**src/rtl/tmrPkg.sv**
```systemverilog
package tmrPkg;
  localparam int CNT_W   = 32;
  localparam int PRESC_W = 8;
  localparam int SEL_W   = 4;
  localparam int ADDR_W  = 10;
  localparam int BE_W    = CNT_W / 8;
  localparam int NUM_IRQ = 3;

  // bit 0 run, 1 autoReload, 2 cmpEn, 3 pwmToggle, [7:4] prescSel, [9:8] capEdge
  typedef struct packed {
    logic [1:0]       capEdge;
    logic [SEL_W-1:0] prescSel;
    logic             pwmToggle;
    logic             cmpEn;
    logic             autoReload;
    logic             run;
  } tmrCfg_t;

  localparam int CFG_W = $bits(tmrCfg_t);

  typedef struct packed {
    logic             cntWr;
    logic [CNT_W-1:0] cntData;
  } tmrStrb_t;

  // bit 0 rollover, bit 1 match, bit 2 capture (matches status layout)
  typedef struct packed {
    logic cap;
    logic match;
    logic ovf;
  } tmrEvt_t;
endpackage

```
**src/rtl/tmrDatapath.sv**
```systemverilog
module tmrDatapath import tmrPkg::*; (
  input  logic             clk,
  input  logic             rstN,
  input  tmrCfg_t          cfg,
  input  tmrStrb_t         strb,
  input  logic [CNT_W-1:0] reloadVal,
  input  logic [CNT_W-1:0] matchVal,
  input  logic             capIn,
  output logic [CNT_W-1:0] count,
  output logic [CNT_W-1:0] capVal,
  output tmrEvt_t          evt,
  output logic             pwm
);
  localparam logic [CNT_W-1:0] CNT_MAX = '1;

  logic [PRESC_W-1:0] prescCnt;
  logic [PRESC_W-1:0] prescMask;
  logic [SEL_W-1:0]   shiftEff;
  logic               tick;
  logic               pendLoad;
  logic [CNT_W-1:0]   pendVal;
  logic [CNT_W-1:0]   nextCnt;
  logic               atMax;
  logic               capSync1, capSync2, capPrev;
  logic               capRise, capFall;

  // prescaler: tick when the low n bits of the free counter are all ones
  always_comb shiftEff = (cfg.prescSel > SEL_W'(PRESC_W)) ? SEL_W'(PRESC_W) : cfg.prescSel;

  generate
    for (genvar i = 0; i < PRESC_W; i++) begin : g_mask
      assign prescMask[i] = (SEL_W'(i) < shiftEff);
    end
  endgenerate

  assign tick = cfg.run && ((prescCnt & prescMask) == prescMask);

  always_ff @(posedge clk or negedge rstN) begin
    if (!rstN)        prescCnt <= '0;
    else if (!cfg.run) prescCnt <= '0;
    else               prescCnt <= prescCnt + 1'b1;
  end

  // counter next value and events
  assign atMax = (count == CNT_MAX);

  always_comb begin
    if (atMax) nextCnt = cfg.autoReload ? reloadVal : '0;
    else       nextCnt = count + 1'b1;
  end

  assign evt.ovf   = tick && !pendLoad && atMax;
  assign evt.match = tick && !pendLoad && cfg.cmpEn && (nextCnt == matchVal);

  always_ff @(posedge clk or negedge rstN) begin
    if (!rstN)                       count <= '0;
    else if (strb.cntWr && !cfg.run) count <= strb.cntData;
    else if (tick)                   count <= pendLoad ? pendVal : nextCnt;
  end

  // deferred software load while running
  always_ff @(posedge clk or negedge rstN) begin
    if (!rstN) begin
      pendLoad <= 1'b0;
      pendVal  <= '0;
    end else if (strb.cntWr) begin
      pendLoad <= cfg.run;
      pendVal  <= strb.cntData;
    end else if (tick) begin
      pendLoad <= 1'b0;
    end
  end

  // capture path: two-flop synchronizer then edge detect
  always_ff @(posedge clk or negedge rstN) begin
    if (!rstN) begin
      capSync1 <= 1'b0;
      capSync2 <= 1'b0;
      capPrev  <= 1'b0;
    end else begin
      capSync1 <= capIn;
      capSync2 <= capSync1;
      capPrev  <= capSync2;
    end
  end

  assign capRise = capSync2 && !capPrev;
  assign capFall = !capSync2 && capPrev;
  assign evt.cap = (capRise && cfg.capEdge[0]) || (capFall && cfg.capEdge[1]);

  always_ff @(posedge clk or negedge rstN) begin
    if (!rstN)        capVal <= '0;
    else if (evt.cap) capVal <= count;
  end

  // registered PWM output
  always_ff @(posedge clk or negedge rstN) begin
    if (!rstN)                            pwm <= 1'b0;
    else if (evt.ovf && !cfg.pwmToggle)   pwm <= 1'b1;
    else if (evt.match)                   pwm <= cfg.pwmToggle ? ~pwm : 1'b0;
  end

  p_hold_stopped_r2: assert property (@(posedge clk) disable iff (!rstN)
    (!cfg.run && !strb.cntWr) |=> $stable(count));

  p_step_r2: assert property (@(posedge clk) disable iff (!rstN)
    (tick && !pendLoad && !atMax) |=> (count == $past(count) + CNT_W'(1)));

  p_wrap_r3: assert property (@(posedge clk) disable iff (!rstN)
    evt.ovf |=> (count == ($past(cfg.autoReload) ? $past(reloadVal) : '0)));

  p_match_value_r4: assert property (@(posedge clk) disable iff (!rstN)
    evt.match |=> (count == $past(matchVal)));

  p_pwm_rise_r5: assert property (@(posedge clk) disable iff (!rstN)
    $rose(pwm) |-> $past(evt.ovf || (evt.match && cfg.pwmToggle)));

  p_capture_r6: assert property (@(posedge clk) disable iff (!rstN)
    evt.cap |=> (capVal == $past(count)));

  p_pending_load_r9: assert property (@(posedge clk) disable iff (!rstN)
    (tick && pendLoad && !strb.cntWr) |=> (count == $past(pendVal) && !pendLoad));
endmodule

```
**src/rtl/tmrCtrl.sv**
```systemverilog
module tmrCtrl import tmrPkg::*; (
  input  logic              clk,
  input  logic              rstN,
  input  logic              busSel,
  input  logic              busWr,
  input  logic [ADDR_W-1:0] busAddr,
  input  logic [BE_W-1:0]   busBe,
  input  logic [CNT_W-1:0]  busWdata,
  output logic [CNT_W-1:0]  busRdata,
  input  logic [CNT_W-1:0]  count,
  input  logic [CNT_W-1:0]  capVal,
  input  tmrEvt_t           evt,
  output tmrCfg_t           cfg,
  output tmrStrb_t          strb,
  output logic [CNT_W-1:0]  reloadVal,
  output logic [CNT_W-1:0]  matchVal,
  output logic              irqOut
);
  localparam int WORD_LSB = $clog2(BE_W);
  localparam int IDX_W    = ADDR_W - WORD_LSB;
  localparam int HALF_W   = CNT_W / 2;
  localparam logic [IDX_W-1:0] REG_CFG    = IDX_W'(0);
  localparam logic [IDX_W-1:0] REG_COUNT  = IDX_W'(1);
  localparam logic [IDX_W-1:0] REG_RELOAD = IDX_W'(2);
  localparam logic [IDX_W-1:0] REG_MATCH  = IDX_W'(3);
  localparam logic [IDX_W-1:0] REG_CAPT   = IDX_W'(4);
  localparam logic [IDX_W-1:0] REG_STATUS = IDX_W'(5);
  localparam logic [IDX_W-1:0] REG_ENABLE = IDX_W'(6);
  localparam logic [BE_W-1:0]  BE_LOW  = BE_W'((1 << (BE_W/2)) - 1);
  localparam logic [BE_W-1:0]  BE_HIGH = ~BE_LOW;

  logic [CFG_W-1:0]   cfgReg;
  logic [NUM_IRQ-1:0] statusReg, enableReg, evtBits, clrBits;
  logic [IDX_W-1:0]   idx;
  logic               aligned, beOk, wrEn, stWr;
  logic [CNT_W-1:0]   wMask;

  function automatic logic [CNT_W-1:0] mergeHalf(input logic [CNT_W-1:0] oldV,
                                                 input logic [CNT_W-1:0] newV,
                                                 input logic [CNT_W-1:0] mask);
    return (oldV & ~mask) | (newV & mask);
  endfunction

  assign idx     = busAddr[ADDR_W-1:WORD_LSB];
  assign aligned = (busAddr[WORD_LSB-1:0] == '0);
  assign beOk    = (busBe == '1) || (busBe == BE_LOW) || (busBe == BE_HIGH);
  assign wrEn    = busSel && busWr && aligned && beOk;
  assign wMask   = {{HALF_W{busBe[BE_W-1]}}, {HALF_W{busBe[0]}}};
  assign stWr    = wrEn && (idx == REG_STATUS);
  assign evtBits = evt;
  assign clrBits = stWr ? (busWdata[NUM_IRQ-1:0] & wMask[NUM_IRQ-1:0]) : '0;

  always_ff @(posedge clk or negedge rstN) begin
    if (!rstN) begin
      cfgReg    <= '0;
      reloadVal <= '0;
      matchVal  <= '0;
      enableReg <= '0;
    end else if (wrEn) begin
      case (idx)
        REG_CFG:    cfgReg    <= CFG_W'(mergeHalf(CNT_W'(cfgReg), busWdata, wMask));
        REG_RELOAD: reloadVal <= mergeHalf(reloadVal, busWdata, wMask);
        REG_MATCH:  matchVal  <= mergeHalf(matchVal, busWdata, wMask);
        REG_ENABLE: enableReg <= NUM_IRQ'(mergeHalf(CNT_W'(enableReg), busWdata, wMask));
        default: ;
      endcase
    end
  end

  // sticky status, events win over write-one-to-clear
  always_ff @(posedge clk or negedge rstN) begin
    if (!rstN) statusReg <= '0;
    else       statusReg <= (statusReg & ~clrBits) | evtBits;
  end

  assign cfg          = tmrCfg_t'(cfgReg);
  assign strb.cntWr   = wrEn && (idx == REG_COUNT);
  assign strb.cntData = mergeHalf(count, busWdata, wMask);
  assign irqOut       = |(statusReg & enableReg);

  always_comb begin
    busRdata = '0;
    if (aligned) begin
      case (idx)
        REG_CFG:    busRdata = CNT_W'(cfgReg);
        REG_COUNT:  busRdata = count;
        REG_RELOAD: busRdata = reloadVal;
        REG_MATCH:  busRdata = matchVal;
        REG_CAPT:   busRdata = capVal;
        REG_STATUS: busRdata = CNT_W'(statusReg);
        REG_ENABLE: busRdata = CNT_W'(enableReg);
        default:    busRdata = '0;
      endcase
    end
  end

  p_event_sets_r7: assert property (@(posedge clk) disable iff (!rstN)
    (evtBits != '0) |=> ((statusReg & $past(evtBits)) == $past(evtBits)));

  p_sticky_r7: assert property (@(posedge clk) disable iff (!rstN)
    !stWr |=> ((statusReg & $past(statusReg)) == $past(statusReg)));

  p_irq_masked_r8: assert property (@(posedge clk) disable iff (!rstN)
    (enableReg == '0) |-> !irqOut);

  p_narrow_ignored_r10: assert property (@(posedge clk) disable iff (!rstN)
    (busSel && busWr && !beOk) |=> ($stable(cfgReg) && $stable(reloadVal) &&
                                    $stable(matchVal) && $stable(enableReg)));
endmodule

```
**src/rtl/capCmpTimer.sv**
```systemverilog
module capCmpTimer import tmrPkg::*; (
  input  logic              clk,
  input  logic              rstN,
  input  logic              busSel,
  input  logic              busWr,
  input  logic [ADDR_W-1:0] busAddr,
  input  logic [BE_W-1:0]   busBe,
  input  logic [CNT_W-1:0]  busWdata,
  output logic [CNT_W-1:0]  busRdata,
  input  logic              capIn,
  output logic              pwmOut,
  output logic              irqOut
);
  tmrCfg_t          cfg;
  tmrStrb_t         strb;
  tmrEvt_t          evt;
  logic [CNT_W-1:0] count, capVal, reloadVal, matchVal;

  tmrCtrl u_ctrl (
    .clk(clk), .rstN(rstN),
    .busSel(busSel), .busWr(busWr), .busAddr(busAddr), .busBe(busBe),
    .busWdata(busWdata), .busRdata(busRdata),
    .count(count), .capVal(capVal), .evt(evt),
    .cfg(cfg), .strb(strb), .reloadVal(reloadVal), .matchVal(matchVal),
    .irqOut(irqOut)
  );

  tmrDatapath u_dp (
    .clk(clk), .rstN(rstN),
    .cfg(cfg), .strb(strb), .reloadVal(reloadVal), .matchVal(matchVal),
    .capIn(capIn), .count(count), .capVal(capVal), .evt(evt), .pwm(pwmOut)
  );
endmodule

```
**config.mk**
```make
export PLATFORM = sky130hd
export DESIGN_NAME = capCmpTimer
export DESIGN_NICKNAME = d
export VERILOG_FILES = /design/src/rtl/tmrPkg.sv /design/src/rtl/tmrDatapath.sv /design/src/rtl/tmrCtrl.sv /design/src/rtl/capCmpTimer.sv
export SDC_FILE = /design/constraint.sdc
export NUM_CORES = 1
export LEC_CHECK = 0
export ABC_AREA = 1
export BUFFER_PORTS_ARGS = -buffer_cell sky130_fd_sc_hd__buf_4
export CORE_MARGIN = 4
export CORE_UTILIZATION = 51
export DETAILED_ROUTE_END_ITERATION = 12
export GPL_ROUTABILITY_DRIVEN = 1
export PLACE_DENSITY = 0.69
export SLEW_MARGIN = 40
export SYNTH_ARGS = -nofsm -noshare
export SYNTH_HDL_FRONTEND = slang
export SYNTH_SLANG_ARGS = --single-unit
```
**constraint.sdc**
```tcl
create_clock -name clk -period 2.9 [get_ports clk]
set_clock_uncertainty 0.15 [all_clocks]
set_input_delay 0.145 -clock clk [delete_from_list [all_inputs] [get_ports clk]]
set_output_delay 0.145 -clock clk [all_outputs]
set_load 0.03 [all_outputs]
```
# ---- After elaboration in Yosys (flattened, before gate mapping)
# Index checks and enable logic that the tools add are counted.
dict set report totals {
  ff_bits 189
  out_inout_bits 34
}
dict set report classes {
  n_addsub 2
  magnitude_cmp 9
  eq_ne 12
  muxes 15
  bitwise 19
  n_reduce_logical 34
}
# cell count
set ops {}
lappend ops {{$pmux W32 S7} 1}
lappend ops {{$mux W32} 6}
lappend ops {{$and A32 B32 Y32} 4}
lappend ops {{$or A32 B32 Y32} 3}
lappend ops {{$add A32 B1 Y32 const B} 1}
lappend ops {{$eq A32 B32 Y1} 1}
lappend ops {{$eq A32 B32 Y1 const B} 1}
lappend ops {{$not A32 Y32} 1}
lappend ops {{$eq A8 B3 Y1 const B} 3}
lappend ops {{$eq A8 B2 Y1 const B} 2}
lappend ops {{$logic_and A1 B1 Y1} 16}
lappend ops {{$lt A3 B4 Y1 const A} 4}
lappend ops {{$and A3 B3 Y3} 4}
lappend ops {{$and A10 B10 Y10} 1}
lappend ops {{$or A10 B10 Y10} 1}
lappend ops {{$add A8 B1 Y8 const B} 1}
lappend ops {{$and A8 B8 Y8} 1}
lappend ops {{$eq A4 B4 Y1 const B} 2}
lappend ops {{$eq A8 B1 Y1 const B} 1}
lappend ops {{$eq A8 B8 Y1} 1}
lappend ops {{$logic_not A8 Y1} 1}
lappend ops {{$lt A1 B4 Y1 const A} 2}
lappend ops {{$lt A2 B4 Y1 const A} 2}
lappend ops {{$mux W8} 1}
lappend ops {{other kinds (14)} 30}

# ---- Logic depth before layout (Yosys ltp)
dict set report depth {
  word_depth 11
  depth_mapped 19
}

# ---- Modules after synthesis
# From an unflattened synthesis, not the netlist that was laid out.
dict set report unflattened {
  cells_unflattened 1816
  area_unflattened_um2 11971.5
}
# mod n_inst cells_each area_per_inst_um2
set by_module_without_submodules {}
lappend by_module_without_submodules {tmrDatapath 1 996 6834.1}
lappend by_module_without_submodules {tmrCtrl 1 820 5137.4}

# ---- Worst setup path after synthesis
# No wires, ideal clock.
dict set report synth_path {
  path_type {flip-flop to flip-flop}
  start {register u_dp.count[1]}
  end {register u_dp.pwm}
  setup_time_ns 0.125
  arrival_ns 2.009
  required_ns 2.625
  slack_ns 0.617
  path_stages_with_launch 19
  path_cell_list {dfrtp_1 > ha_1 > nand2_2 > nor2_4 > nand2_4 > nor2_4 > buf_6 > buf_8 > nand4_1 > nand2_1 > nand2_1 > nand2_1 > nand3_1 > nor2_1 > nand2_1 > nor2_1 > nand3_1 > nand2_1 > nand3_1}
}
dict set report synth_via {
  elab_chain_cells 5
}
# element line_no
set synth_lines {}
lappend synth_lines {{start, declared} tmrDatapath.sv:9} ;# output logic [CNT_W-1:0] count,
lappend synth_lines {{start signal, assigned} tmrDatapath.sv:57} ;# else if (strb.cntWr && !cfg.run) count <= strb.cntData;
lappend synth_lines {{start signal, assigned} tmrDatapath.sv:58} ;# else if (tick) count <= pendLoad ? pendVal : nextCnt;
lappend synth_lines {{$add A32 B1 Y32 or $eq A32 B32 Y1 (tied branches)} {tmrDatapath.sv:49, tmrDatapath.sv:45}}
lappend synth_lines {{$mux W32} tmrDatapath.sv:48} ;# if (atMax) nextCnt = cfg.autoReload ? reloadVal : '0;
lappend synth_lines {{$eq A32 B32 Y1} tmrDatapath.sv:53} ;# assign evt.match = tick && !pendLoad && cfg.cmpEn && (nextCnt == matchVal);
lappend synth_lines {{$logic_and A1 B1 Y1} tmrDatapath.sv:53}
lappend synth_lines {{$reduce_bool A2 Y1 (no line)} n/a}
lappend synth_lines {{end signal, assigned} tmrDatapath.sv:100} ;# else if (evt.match) pwm <= cfg.pwmToggle ? ~pwm : 1'b0;
lappend synth_lines {{end, declared} tmrDatapath.sv:12} ;# output logic pwm
# Several ways; a longest one is shown, not always the timed one.
# A chain may end at the register's enable or synchronous reset.

# ---- Worst setup path after layout
dict set report layout_path {
  start {register u_dp.count[0]}
  end {register u_dp.pwm}
}
# Same word-level chain as after synthesis.

==> PnR_summary.wiki <==
{| class="wikitable"
! Metric !! Value
|-
| Detailed-route via count || 12400
|-
| Net Switching || 0.00259 W
|-
| Number of pins with negative max-slew slack in the final report || 0
|-
| Clock tree root buffer cell || clkbuf_16
|-
| Fin nets || 1859
|-
| Mux contribution to synthesized area || 0
|-
| Height of the chip || 158 um
|-
| Part of the total power dissipated in sequential elements || 0.387
|-
| Part of the cycle the worst path needs || 0.940
|-
| Critical Path End Type || flip-flop
|-
| Clock transition at the registers of the reported paths || 80 ps
|-
| Synthesized area per cell || 6.88 sq um
|-
| Vias per std cell || 5.90
|-
| Storage element area || 4730 sq um
|-
| Leakage Power || 6.96 nW
|-
| Post-Synthesis Cell Area || 11400 sq um
|-
| Startpoint type of the worst setup path || flip-flop
|-
| Max FO, Critical Path || 11
|-
| Fraction of final layout cells sized beyond drive strength 1 || 0.130
|-
| Antenna cells || 0
|-
| Number of nets still failing antenna checks after routing || 0
|-
| Horizontal die dimension || 158 um
|-
| Max VDD drop || 0.359 mV
|-
| Maximum number of pins on one net before global-route repair || 71
|-
| Most area-consuming cells after synthesis || dfrtp_1 (41%), nand2_1 (18%), o21ai_0 (9.3%)
|-
| Initial drt markers || 1743
|-
| Max Buffers Root-to-Sink || 2
|-
| Filler instances || 2081
|-
| Max-Slew Margin vs Limit || 0.423
|-
| Initial Util || 0.520
|-
| Share of synthesized registers carrying an async set or reset || 1.00
|-
| Post-synthesis adder-cell area fraction || 0.00219
|-
| DRC violations left || 0
|-
| Inserted Clock Buffers || 17
|-
| Complex-gate fraction of the synthesized area || 0.182
|-
| Most instantiated flip-flop cell in the synthesis netlist || dfrtp_1
|-
| Count of distinct cell types in the synthesized netlist || 37
|-
| Tightest Pin Transition || 864 ps
|-
| Vias in the first global route || 11800
|-
| Final critical path time including I/O delays and setup || 2730 ps
|-
| Multi-input combinational cell area || 5660 sq um
|-
| Setup Viol. Count Final || 0
|-
| Leading area contributor after synthesis || dfrtp_1
|-
| Final Hold Vio Count || 0
|-
| EDFF count, synth || 0
|-
| Total detailed-routing wirelength || 43300 um
|-
| Area growth from synthesis to layout || 19.9%
|-
| Run status || complete, no violations
|-
| Number of iterations in the first detailed-routing pass || 5
|-
| Wire length of the first global-routing pass || 68000 um
|-
| Fmax || 367 MHz
|-
| H-tree depth reported by CTS || 4
|-
| Syn. warnings || 0
|-
| Worst-case hold slack || 94.8 ps
|-
| Placer's final routability congestion estimate || 1.03
|-
| Core ar. || 22000 sq um
|-
| Register area share after synthesis || 0.414
|-
| Die ar. || 24900 sq um
|-
| Overall fraction of global-route tracks in use || 0.357
|-
| HPWL after detailed placement || 31700 um
|-
| Combinational group share of total power || 0.290
|-
| Switching part of the total power || 0.365
|-
| Share of the synthesized netlist area taken by xor and xnor gates || 0.00307
|-
| Top-area cell type share of the netlist area || 0.414
|-
| Count of clock tree sinks || 189
|-
| Post-synthesis cell count || 1660
|-
| Main combinational cell family by area after synthesis || simple AND/OR/NAND/NOR gates
|-
| Hold Crit Class || input pin to async pin
|-
| Antenna violations before repair || 0
|-
| Placement Rows || 54
|-
| Number of port buffers || 84
|-
| Design internal power || 0.00451 W
|-
| Critical path data required time || 3070 ps
|-
| TritonCTS clock tree || done
|-
| Crit Path Class || flip-flop to flip-flop
|-
| Wirelength per Cell || 20.6 um
|-
| Max cap viols || 0
|-
| Clk network pwr share || 0.322
|-
| Share of synthesized cell area in and, or, nand and nor gates || 0.305
|-
| Number of cells in the finished layout apart from fillers || 2097
|-
| Power density cells || 519 nW/um^2
|-
| Number of primary I/O pins || 85
|-
| Later-pin clock latency in the skew report || 450 ps
|-
| Flops & latches, synth || 189
|-
| # placed instances || 2031
|-
| Total grt overflow || 0
|-
| Post-Syn Nets || 1713
|-
| Worst EP arrival || 2900 ps
|}
==> layout by cell type (no fill, tap or decap), drive strengths merged, types with 2 or more instances in the layout <==
| cell type | n |
|---|---|
| clkinv | 6 |
| a21oi | 29 |
| a22oi | 3 |
| inv | 201 |
| xor2 | 4 |
| o211ai | 14 |
| clkbuf | 18 |
| nor3 | 5 |
| o21ai | 213 |
| ha | 2 |
| o2111ai | 16 |
| a31oi | 5 |
| o221ai | 29 |
| o22ai | 4 |
| nand2 | 545 |
| buf | 169 |
| nor2 | 141 |
| nand4 | 10 |
| nand3 | 144 |
| a41oi | 3 |
| dfrtp | 189 |
| a221oi | 28 |
| dlygate4sd3 | 35 |
==> through the flow <==
stage | util | power [W] | setup TNS (ps) | setup slack, ps | cell area [sq um]
2_1_floorplan | - | 0.00407 | 0 | 617 | 11400
4_1_cts | 0.622 | 0.00704 | 0 | 119 | 13700
5_1_grt | 0.624 | 0.00749 | -8.46 | -8.46 | 13700
3_3_place_gp | 0.581 | 0.00472 | 0 | 208 | 12800
3_5_place_dp | 0.581 | 0.00473 | 0 | 138 | 12800
6_report | 0.624 | 0.00711 | 0 | 173 | 13700
==> layer usage <==
metal | track usage | wire [um]
met4 | 0.0983 | 1150
met2 | 0.510 | 17900
met1 | 0.535 | 19300
met3 | 0.0965 | 4960
met5 | 0 | 0
==> cells in the mapped netlist, types with 3 or more instances <==
master and count:
nor2_2 6, nor2_1 129, nor2_4 6, nor3_1 5
buf_1 4, nand4_1 10, buf_2 8, nand2_2 5
dfrtp_1 189, a21oi_1 29, clkbuf_1 60, inv_1 185
buf_6 3, a31oi_1 5, xor2_1 4, nand3_1 143
o21ai_0 213, o2111ai_1 16, o22ai_1 4, a41oi_1 3
o211ai_1 14, inv_2 6, o221ai_1 29, nand2_1 539
a22oi_1 3, a221oi_1 28
==> power by group through the flow <==
stage / logic [W] / clock network, W / registers (W)
finish: 0.00206 / 0.00229 / 0.00275
detailed placement: 0.00193 / 0 / 0.00280
global placement: 0.00192 / 0 / 0.00280
floorplan: 0.00128 / 0 / 0.00280
CTS: 0.00198 / 0.00230 / 0.00275
global route: 0.00230 / 0.00243 / 0.00276
==> area by class of cell <==
cell class,count,share of cell area
inverters,194,0.0537
well taps,280,0.0256
clock buffers,17,0.0310
clock inverters,13,0.00877
multi-input cells,1199,0.413
flip-flops and latches,189,0.345
repair buffers,205,0.123
==> critical path, cell delays in order (launching register included) <==
cell and delay [ps]:
dfrtp_1 390, ha_2 200, nand2_2 70, nor2_4 130
nand2_4 90, nor2_4 150, buf_8 160, nand3_4 120
buf_6 180, nand3_1 100, nand2_1 80, nand2_1 110
nand2_1 110, nor2_1 110, nand3_1 70, nor2_1 110
nand3_1 110, nand2_1 80, nand3_1 60
==> final timing paths <==
check / slack, ps / depth (start not counted) / endpoint / start
max: 170 / 18 / u_dp.pwm / u_dp.count[0]
max reg2reg: 170 / 18 / u_dp.pwm / u_dp.count[0]
max in group asynchronous: 1730 / 3 / u_dp.count[31] / rstN
min reg2reg: 200 / 0 / u_dp.capSync2 / u_dp.capSync1
min in group clk: 200 / 7 / u_ctrl.statusReg[0] / busAddr[3]
min: 90 / 2 / u_dp.capSync1 / rstN
==> kinds of logic (layout without fill, tap and decap cells) <==
family,count (synthesis),count (layout)
compound gates,346,346
xor+xnor,4,4
fa+ha+maj,2,2
buf+inv,272,429
flops,189,189
simple gates,847,847
==> repair_timing <==
| action | 4_1_cts | 5_1_grt |
|---|---|---|
| setup endpoints to repair | 0 | 2 |
| setup buffers | 0 | 1 |
| hold buffers | 35 | 0 |
| hold endpoints to repair | 209 | 0 |
| gates resized for setup | 0 | 13 |
Power figures use the tool's default switching activity.
